[config.mk]
export PLATFORM = sky130hd
export DESIGN_NAME = cmul_ced
export DESIGN_NICKNAME = d
export VERILOG_FILES = /design/src/rtl/cmul_ced_pkg.sv /design/src/rtl/cmul_main_path.sv /design/src/rtl/cmul_shadow.sv /design/src/rtl/cmul_combine.sv /design/src/rtl/cmul_ced.sv
export SDC_FILE = /design/constraint.sdc
export NUM_CORES = 2
export LEC_CHECK = 0
export BUFFER_PORTS_ARGS = -buffer_cell sky130_fd_sc_hd__buf_2
export CAP_MARGIN = 20
export CORE_MARGIN = 10
export CORE_UTILIZATION = 65
export CTS_BUF_LIST = sky130_fd_sc_hd__clkbuf_2
export DETAILED_ROUTE_END_ITERATION = 16
export PLACE_DENSITY = 0.94
export RECOVER_POWER = 100
export SYNTH_ARGS = -nofsm -noshare
export SYNTH_HDL_FRONTEND = slang
export SYNTH_SLANG_ARGS = --single-unit
[constraint.sdc]
create_clock -name clk -period 22 [get_ports clk]
set_input_delay 5.5 -clock clk [delete_from_list [all_inputs] [get_ports clk]]
set_output_delay 5.5 -clock clk [all_outputs]
set_load 0.05 [all_outputs]
[src/rtl/cmul_ced_pkg.sv]
package cmul_ced_pkg;

   // Which main-path product receives the injected fault mask.
   typedef enum logic [1:0] {
      INJ_NONE = 2'd0,
      INJ_T1   = 2'd1,
      INJ_T2   = 2'd2,
      INJ_T3   = 2'd3
   } inj_site_e;

   // Product width needed to hold (W+1)x(W+1) signed products without overflow.
   function automatic int prod_width(input int w);
      return 2 * w + 2;
   endfunction

endpackage

[src/rtl/cmul_main_path.sv]
// Three-multiplier main datapath: pre-adders and products (combinational).
module cmul_main_path
   import cmul_ced_pkg::*;
#(
   parameter int          W    = 12,
   parameter int          MW   = 2 * W + 2,
   parameter logic [MW-1:0] MASK = '0
) (
   input  logic signed [W-1:0]  a,
   input  logic signed [W-1:0]  b,
   input  logic signed [W-1:0]  c,
   input  logic signed [W-1:0]  d,
   input  inj_site_e            inj,
   output logic signed [MW-1:0] t1,
   output logic signed [MW-1:0] t2,
   output logic signed [MW-1:0] t3
);
   localparam int PW = W + 1;

   logic signed [PW-1:0] sum_ab, sum_cd;
   logic signed [MW-1:0] raw [3];
   logic [MW-1:0]        flip [3];

   assign sum_ab = PW'(a) + PW'(b);
   assign sum_cd = PW'(c) + PW'(d);

   assign raw[0] = MW'(sum_ab) * MW'(sum_cd);
   assign raw[1] = MW'(a) * MW'(c);
   assign raw[2] = MW'(b) * MW'(d);

   // One fault-mask gate per product; site index k+1 selects product k.
   for (genvar k = 0; k < 3; k++) begin : g_inj
      assign flip[k] = (inj == inj_site_e'(k + 1)) ? MASK : '0;
   end

   assign t1 = raw[0] ^ flip[0];
   assign t2 = raw[1] ^ flip[1];
   assign t3 = raw[2] ^ flip[2];

endmodule

[src/rtl/cmul_shadow.sv]
// Redundant checker products: a(c+d), b(c-d) and a second copy of a*c.
module cmul_shadow #(
   parameter int W  = 12,
   parameter int MW = 2 * W + 2
) (
   input  logic signed [W-1:0]  a,
   input  logic signed [W-1:0]  b,
   input  logic signed [W-1:0]  c,
   input  logic signed [W-1:0]  d,
   output logic signed [MW-1:0] p_a,
   output logic signed [MW-1:0] p_b,
   output logic signed [MW-1:0] p_ac
);
   localparam int PW = W + 1;

   logic signed [PW-1:0] c_plus_d, c_minus_d;

   // Own pre-adders: shares nothing with the main path.
   assign c_plus_d  = PW'(c) + PW'(d);
   assign c_minus_d = PW'(c) - PW'(d);

   assign p_a  = MW'(a) * MW'(c_plus_d);
   assign p_b  = MW'(b) * MW'(c_minus_d);
   assign p_ac = MW'(a) * MW'(c);

endmodule

[src/rtl/cmul_combine.sv]
// Output subtractors plus the two comparisons; DROP > 0 selects reduced-precision checks.
module cmul_combine #(
   parameter int MW   = 26,
   parameter int DROP = 0
) (
   input  logic signed [MW-1:0] t1,
   input  logic signed [MW-1:0] t2,
   input  logic signed [MW-1:0] t3,
   input  logic signed [MW-1:0] p_a,
   input  logic signed [MW-1:0] p_b,
   input  logic signed [MW-1:0] p_ac,
   output logic signed [MW-1:0] y_re,
   output logic signed [MW-1:0] y_im,
   output logic                 bad_sum,
   output logic                 bad_ac
);
   localparam int SW = MW + 1;

   logic signed [MW-1:0] t1_minus_t2;
   logic signed [SW-1:0] out_sum;

   assign y_re        = t2 - t3;
   assign t1_minus_t2 = t1 - t2;
   assign y_im        = t1_minus_t2 - t3;
   assign out_sum     = SW'(y_re) + SW'(y_im);

   if (DROP == 0) begin : g_full
      logic signed [SW-1:0] ref_sum;
      assign ref_sum = SW'(p_a) + SW'(p_b);
      assign bad_sum = (out_sum != ref_sum);
      assign bad_ac  = (t2 != p_ac);
   end else begin : g_reduced
      // The checker adder sees only the upper bits of each term. The sum of the
      // floors lies 0 or 1 below the floor of the sum, so both are accepted.
      logic signed [SW-1:0] hi_a, hi_b, hi_out, gap;
      assign hi_a    = SW'(p_a) >>> DROP;
      assign hi_b    = SW'(p_b) >>> DROP;
      assign hi_out  = out_sum >>> DROP;
      assign gap     = hi_out - (hi_a + hi_b);
      assign bad_sum = (gap != SW'(0)) && (gap != SW'(1));
      assign bad_ac  = ((t2 >>> DROP) != (p_ac >>> DROP));
   end

endmodule

[src/rtl/cmul_ced.sv]
// Pipelined complex multiplier with concurrent error detection.
// Stage 1: operand registers. Stage 2: product registers. Stage 3: results and flag.
module cmul_ced
   import cmul_ced_pkg::*;
#(
   parameter int              W        = 12,
   parameter int              CHK_DROP = 0,
   parameter longint unsigned INJ_MASK = 64'h100
) (
   input  logic                          clk,
   input  logic                          rst_n,
   input  logic                          in_valid,
   input  logic signed [W-1:0]           op1_re,
   input  logic signed [W-1:0]           op1_im,
   input  logic signed [W-1:0]           op2_re,
   input  logic signed [W-1:0]           op2_im,
   input  logic [1:0]                    inj_site,
   output logic signed [2*W+1:0]         prod_re,
   output logic signed [2*W+1:0]         prod_im,
   output logic                          prod_valid,
   output logic                          ced_err
);
   localparam int            MW     = prod_width(W);
   localparam logic [MW-1:0] MASK_V = MW'(INJ_MASK);

   // Parameter checks at elaboration.
   if (W < 2 || W > 30) begin : g_bad_width
      $error("cmul_ced: W must lie in 2..30");
   end
   if (CHK_DROP < 0 || CHK_DROP > MW - 2) begin : g_bad_drop
      $error("cmul_ced: CHK_DROP out of range");
   end
   if (MASK_V == '0) begin : g_bad_mask
      $error("cmul_ced: INJ_MASK has no bit inside the product width");
   end

   // Stage 1
   logic signed [W-1:0] a_s1, b_s1, c_s1, d_s1;
   inj_site_e           inj_s1;
   logic                v_s1;

   // Stage 2
   logic signed [MW-1:0] t1_s2, t2_s2, t3_s2, pa_s2, pb_s2, pac_s2;
   inj_site_e            inj_s2;
   logic                 v_s2;

   // Stage 3 tag (used by the checks below)
   inj_site_e            inj_s3;

   logic signed [MW-1:0] t1_c, t2_c, t3_c, pa_c, pb_c, pac_c;
   logic signed [MW-1:0] yre_c, yim_c;
   logic                 bad_sum_c, bad_ac_c;

   always_ff @(posedge clk or negedge rst_n) begin
      if (!rst_n) begin
         v_s1       <= 1'b0;
         v_s2       <= 1'b0;
         prod_valid <= 1'b0;
         ced_err    <= 1'b0;
      end else begin
         v_s1       <= in_valid;
         v_s2       <= v_s1;
         prod_valid <= v_s2;
         ced_err    <= v_s2 & (bad_sum_c | bad_ac_c);
      end
   end

   always_ff @(posedge clk) begin
      a_s1   <= op1_re;
      b_s1   <= op1_im;
      c_s1   <= op2_re;
      d_s1   <= op2_im;
      inj_s1 <= in_valid ? inj_site_e'(inj_site) : INJ_NONE;
      t1_s2  <= t1_c;
      t2_s2  <= t2_c;
      t3_s2  <= t3_c;
      pa_s2  <= pa_c;
      pb_s2  <= pb_c;
      pac_s2 <= pac_c;
      inj_s2 <= inj_s1;
      inj_s3 <= inj_s2;
      prod_re <= yre_c;
      prod_im <= yim_c;
   end

   cmul_main_path #(.W(W), .MW(MW), .MASK(MASK_V)) u_main (
      .a(a_s1), .b(b_s1), .c(c_s1), .d(d_s1), .inj(inj_s1),
      .t1(t1_c), .t2(t2_c), .t3(t3_c)
   );

   cmul_shadow #(.W(W), .MW(MW)) u_shadow (
      .a(a_s1), .b(b_s1), .c(c_s1), .d(d_s1),
      .p_a(pa_c), .p_b(pb_c), .p_ac(pac_c)
   );

   cmul_combine #(.MW(MW), .DROP(CHK_DROP)) u_comb (
      .t1(t1_s2), .t2(t2_s2), .t3(t3_s2),
      .p_a(pa_s2), .p_b(pb_s2), .p_ac(pac_s2),
      .y_re(yre_c), .y_im(yim_c),
      .bad_sum(bad_sum_c), .bad_ac(bad_ac_c)
   );

   // Edges seen since reset release, saturating at 3; lets $past look back safely.
   logic [1:0] edges_up;
   always_ff @(posedge clk or negedge rst_n) begin
      if (!rst_n)                edges_up <= 2'd0;
      else if (edges_up != 2'd3) edges_up <= edges_up + 2'd1;
   end

   assert_latency_R3: assert property (@(posedge clk) disable iff (!rst_n)
      (edges_up == 2'd3) |-> (prod_valid == $past(in_valid, 3)));

   assert_real_R1: assert property (@(posedge clk) disable iff (!rst_n)
      (edges_up == 2'd3 && prod_valid && inj_s3 == INJ_NONE) |->
      (prod_re == MW'($past(op1_re, 3)) * MW'($past(op2_re, 3))
                - MW'($past(op1_im, 3)) * MW'($past(op2_im, 3))));

   assert_imag_R2: assert property (@(posedge clk) disable iff (!rst_n)
      (edges_up == 2'd3 && prod_valid && inj_s3 == INJ_NONE) |->
      (prod_im == MW'($past(op1_re, 3)) * MW'($past(op2_im, 3))
                + MW'($past(op1_im, 3)) * MW'($past(op2_re, 3))));

   assert_err_with_valid_R9: assert property (@(posedge clk) disable iff (!rst_n)
      ced_err |-> prod_valid);

   assert_idle_after_reset_R4: assert property (@(posedge clk) disable iff (!rst_n)
      (edges_up < 2'd3) |-> (!prod_valid && !ced_err));

   if (CHK_DROP == 0) begin : g_full_checks
      assert_no_false_alarm_R5: assert property (@(posedge clk) disable iff (!rst_n)
         (prod_valid && inj_s3 == INJ_NONE) |-> !ced_err);

      // Any single-product fault is flagged (covers R6, R7, R8).
      assert_fault_caught_R7: assert property (@(posedge clk) disable iff (!rst_n)
         (prod_valid && inj_s3 != INJ_NONE) |-> ced_err);
   end

endmodule

; Word level (Yosys, flattened, before mapping)
; Cells that the tools add are included.
[totals]
word_cells = 43
out_inout_bits = 54
register_bits = 260
input_bits = 53
[op_classes]
bitwise = 5
mux = 3
add_sub_neg = 8
multipliers = 5
n_eq_ne = 5
[ops]
columns = cell, count
row1 = $sub A26 B26 Y26, 3
row2 = $xor A26 B26 Y26, 3
row3 = $mul A12 B13 Y25, 2
row4 = $mul A12 B12 Y24, 2
row5 = $add A26 B26 Y27, 1
row6 = $mux W9, 3
row7 = $ne A27 B27 Y1, 1
row8 = $add A12 B12 Y13, 2
row9 = $add A25 B25 Y26, 1
row10 = $mul A13 B13 Y26, 1
row11 = $ne A26 B26 Y1, 1
row12 = $sub A12 B12 Y13, 1
row13 = $eq A2 B2 Y1 const B, 2
row14 = $eq A2 B1 Y1 const B, 1
row15 = $and A1 B1 Y1, 1
row16 = $or A1 B1 Y1, 1

; Logic depth before layout (Yosys ltp)
[logic_depth]
depth_word = 6
ltp_mapped = 37
mapped_depth_nobuf = 34

; By module
; Synthesis repeated with hierarchy kept, for this count alone.
[hier_totals]
cells_unflattened = 5253
area_unflattened_um2 = 48376.4
[by_module_without_submodules]
columns = module, seq_area_each_um2, n_inst, cells_per_inst, area_per_inst_um2
row1 = cmul_shadow, 0.0, 1, 2129, 18576.6
row2 = cmul_main_path, 0.0, 1, 2055, 18196.2
row3 = cmul_combine, 0.0, 1, 804, 6318.6
row4 = cmul_ced, 5265.0, 1, 265, 5285.1

; Least setup slack after synthesis
; No wires, ideal clock.
[synth_path]
path_kind = reg2reg
start = register d_s1[1]
end = register t1_s2[25]
path_slack_ns = 13.853
setup_time_ns = 0.072
path_stages_with_launch = 36
arrival_time_ns = 8.075
required_ns = 21.928
cell_sequence = dfxtp_1 clkbuf_1 inv_1 ha_1 nand2b_1 a21oi_1 nor2_1 o21bai_1 a21oi_1 o21bai_1 a21oi_1 o31ai_1 or2_2 xnor2_1 clkbuf_1 clkbuf_1 nand2_1 fa_1 fa_1 inv_1 fa_1 fa_1 fa_1 inv_1 fa_1 inv_1 ha_1 a21oi_1 o21ai_0 a211oi_1 o21ai_0 a31oi_1 a21oi_1 a21o_1 a21oi_1 xnor2_1
[synth_between]
elab_chain_cells = 3
[synth_lines]
columns = element, line
row1 = start: declaration, cmul_ced.sv:38  ; logic signed [W-1:0] a_s1, b_s1, c_s1, d_s1;
row2 = start signal: assignment, cmul_ced.sv:72  ; d_s1 <= op2_im;
row3 = $add A12 B12 Y13, cmul_main_path.sv:25  ; assign sum_cd = PW'(c) + PW'(d);
row4 = $mul A13 B13 Y26, cmul_main_path.sv:27  ; assign raw[0] = MW'(sum_ab) * MW'(sum_cd);
row5 = $xor A26 B26 Y26, cmul_main_path.sv:36  ; assign t1 = raw[0] ^ flip[0];
row6 = named net t1_c[25], cmul_ced.sv:50  ; logic signed [MW-1:0] t1_c, t2_c, t3_c, pa_c, pb_c, pac_c;
row7 = end signal: assignment, cmul_ced.sv:74  ; t1_s2 <= t1_c;
row8 = end: declaration, cmul_ced.sv:43  ; logic signed [MW-1:0] t1_s2, t2_s2, t3_s2, pa_s2, pb_s2, pac_s2;
; The timed path passes the listed nets, and every way through them passes these cells.
; A chain may end at the register's enable or synchronous reset.

; Final worst setup path
[layout_path]
start = register b_s1[1]
end = register t1_s2[25]
[layout_between]
elab_chain_cells = 3
[layout_lines]
columns = element, line
row1 = start: declaration, cmul_ced.sv:38
row2 = start signal: assignment, cmul_ced.sv:70  ; b_s1 <= op1_im;
row3 = $add A12 B12 Y13, cmul_main_path.sv:24  ; assign sum_ab = PW'(a) + PW'(b);
row4 = $mul A13 B13 Y26, cmul_main_path.sv:27
row5 = $xor A26 B26 Y26, cmul_main_path.sv:36
row6 = named net t1_c[25], cmul_ced.sv:50
; The timed path passes the listed nets, and every way through them passes these cells.

==> impl_metrics.json <==
{
  "status": "complete, but fails checks",
  "cpPeakStageDelay_ns": 0.96,
  "setup_viol": 0,
  "wl_per_cell_um": 21.1,
  "drt-initial-drc-count": 3183,
  "violations": "max-capacitance violations, max-slew violations",
  "crit_type": "reg -> reg",
  "synthTopCellsByArea": "fa_1 (38%), ha_1 (13%), dfxtp_1 (11%)",
  "dp_hpwl_um": 90100,
  "first_pass_iters": 9,
  "hold_class": "reg -> reg",
  "cp_top_family": "adder cells",
  "track_usage": 0.319,
  "crit_fanout": 18,
  "async_flop_share": 0.0173,
  "start_kind": "register",
  "end_kind": "register",
  "yosysSeqAreaShare": 0.115,
  "finalHoldViolCount": 0,
  "vias_per_cell": 5.89,
  "synth_cell_type_count": 70,
  "ys_ff_latch": 231,
  "synth_warnings": 0,
  "io_pins": 107,
  "worst_path_most_repeated_cell": "fa_1",
  "rows": 91,
  "clock_path_buffers": 3,
  "die_y_um": 269,
  "stdcell_count": 5384,
  "max_freq_ghz": 0.0990,
  "overflow": 0,
  "ys.flop_type": "dfxtp_1",
  "worstSetupStartpoint": "b_s1[1]",
  "final.min_clock_period_ns": 10.10,
  "fin_crit_sh": 0.459,
  "drc_errors": 0,
  "root_buffer": "clkbuf_2",
  "cts_resized": 0,
  "cp_data_arrival_time_ns": 11.12,
  "insertion_delay_ns": 1.13,
  "via_count": 31700,
  "port_buffers": 106,
  "nFillCells": 4214,
  "rsz0062_at_grt": "false",
  "drv_cap": 2,
  "start_util": 0.656,
  "yosys.area.top_type": "fa_1",
  "syn_to_final_growth_pct": 5.31,
  "die-area_sq_mm": 0.0725,
  "synth_edf_count": 0,
  "r2r_end": "t1_s2[25]",
  "crit_slowest_cell": "dfxtp_1",
  "crit_required_ns": 23.02,
  "finClkSkew_ns": 0.0873,
  "syn_avg_cell_area_sq_um": 9.16,
  "fin_nets": 5752,
  "holdBufCountCts": 0,
  "htree_num_levels": 2,
  "grt_max_degree": 39,
  "clock_sinks": 231,
  "grt_first_pass_wirelength_um": 183000,
  "antenna_found_initial": 13,
  "r2r_cells": 33,
  "cts_setup_buffers": 0,
  "r2r-start": "b_s1[1]",
  "cts_tree": "done",
  "tightest_slew_ns": 2.07,
  "wirelength_um": 114000,
  "synth_cells": 4407,
  "rrSetupSlack_ns": 11.90,
  "die_w_um": 269,
  "finalSetupTns_ns": 0,
  "gp_congestion": 0.996,
  "slew_violations": 65,
  "syn-num-nets": 5661,
  "path_depth": 33,
  "drive_gt1_frac": 0.0480,
  "drt.antenna.violating_nets": 0,
  "clkTransAtPathRegs_ns": 0.12,
  "numCtsBuffers": 59,
  "syn-cell-area_sq_mm": 0.0404,
  "numPlacedInstances": 5272,
  "cp_num_buf_inv": 5,
  "grt_pass1_vias": 35100,
  "crit_end": "t1_s2[25]",
  "post-route-util": 0.690,
  "core_sq_mm": 0.0616,
  "slew_headroom": -0.381,
  "synth_top_area_share": 0.380
}
cell type report:
cell class	count	area (sq um)	area share
clock buffer	76	380	0.00894
clock inverter	29	338	0.00794
multi-input combinational	3112	31800	0.747
sequential	231	4640	0.109
timing repair buffer	157	816	0.0192
inverter	937	3520	0.0827
antenna	5	12.5	0.000294
tap	837	1050	0.0246
flip-flops by register name (all words and copies together) (netlist names), 24 cells and up:
name,count
pa_s2,25
pac_s2,24
pb_s2,25
prod_im,26
prod_re,26
t1_s2,26
t3_s2,24
synthesized netlist by cell type (17+ instances only):
| cell type | number |
|---|---|
| a211oi_1 | 18 |
| a21o_1 | 51 |
| a21oi_1 | 149 |
| and2_1 | 166 |
| clkbuf_1 | 123 |
| dfxtp_1 | 227 |
| fa_1 | 766 |
| ha_1 | 435 |
| inv_1 | 936 |
| nand2_1 | 492 |
| nand2b_1 | 89 |
| nand3_1 | 33 |
| nor2_1 | 196 |
| nor2b_1 | 76 |
| nor3_1 | 45 |
| o21a_1 | 20 |
| o21ai_0 | 88 |
| o21bai_1 | 28 |
| or2_2 | 17 |
| xnor2_1 | 212 |
| xor2_1 | 57 |
how the worst min path moves through the flow:
stage / cells past startpoint / start / end / slack [ns]
floorplan: 0 / v_s1 / v_s2 / 0.33
global placement: 0 / v_s1 / v_s2 / 0.34
detailed placement: 0 / v_s1 / v_s2 / 0.35
CTS: 0 / v_s1 / v_s2 / 0.40
global route: 0 / v_s1 / v_s2 / 0.43
finish: 0 / v_s1 / v_s2 / 0.39
cells by family (layout without fill, tap and decap cells):
family	Yosys count	count (layout)	synth area share
fa+ha+maj	1201	1201	0.514
xor+xnor	270	270	0.0589
flops	231	231	0.115
other cells	0	5	0
buf+inv	1064	1199	0.0989
mux	3	3	0.000775
compound gates	457	457	0.0729
simple gates	1181	1181	0.139
layout by cell type (no fill, tap or decap), drive strengths merged, types with 90 or more instances in the layout:
| master | synthesis | final |
|---|---|---|
| inv | 937 | 937 |
| fa | 766 | 766 |
| nand2 | 493 | 493 |
| ha | 435 | 435 |
| dfxtp | 227 | 227 |
| xnor2 | 212 | 212 |
| nor2 | 196 | 196 |
| and2 | 166 | 166 |
| a21oi | 151 | 151 |
| clkbuf | 123 | 146 |
| o21ai | 90 | 90 |
through the flow:
stage	instance area, sq um	hold WS (ns)	setup slack [ns]
finish	42500	0.391	11.90
global route	42500	0.429	11.47
CTS	42600	0.401	12.46
detailed placement	41900	0.346	12.63
global placement	41900	0.345	12.96
floorplan	40400	0.331	13.85
metal layers:
metal,part of all wire,wire [um],vias to the layer above,GRT usage
li1,-,-,13600,-
met1,0.33,38100,15500,0.357
met2,0.45,51400,2043,0.508
met3,0.12,13500,607,0.0926
met4,0.095,10800,10,0.248
met5,0.00054,61,-,0
Power is not shown: default switching activity piles up to over one toggle a cycle in this logic, so the estimate is an artifact.
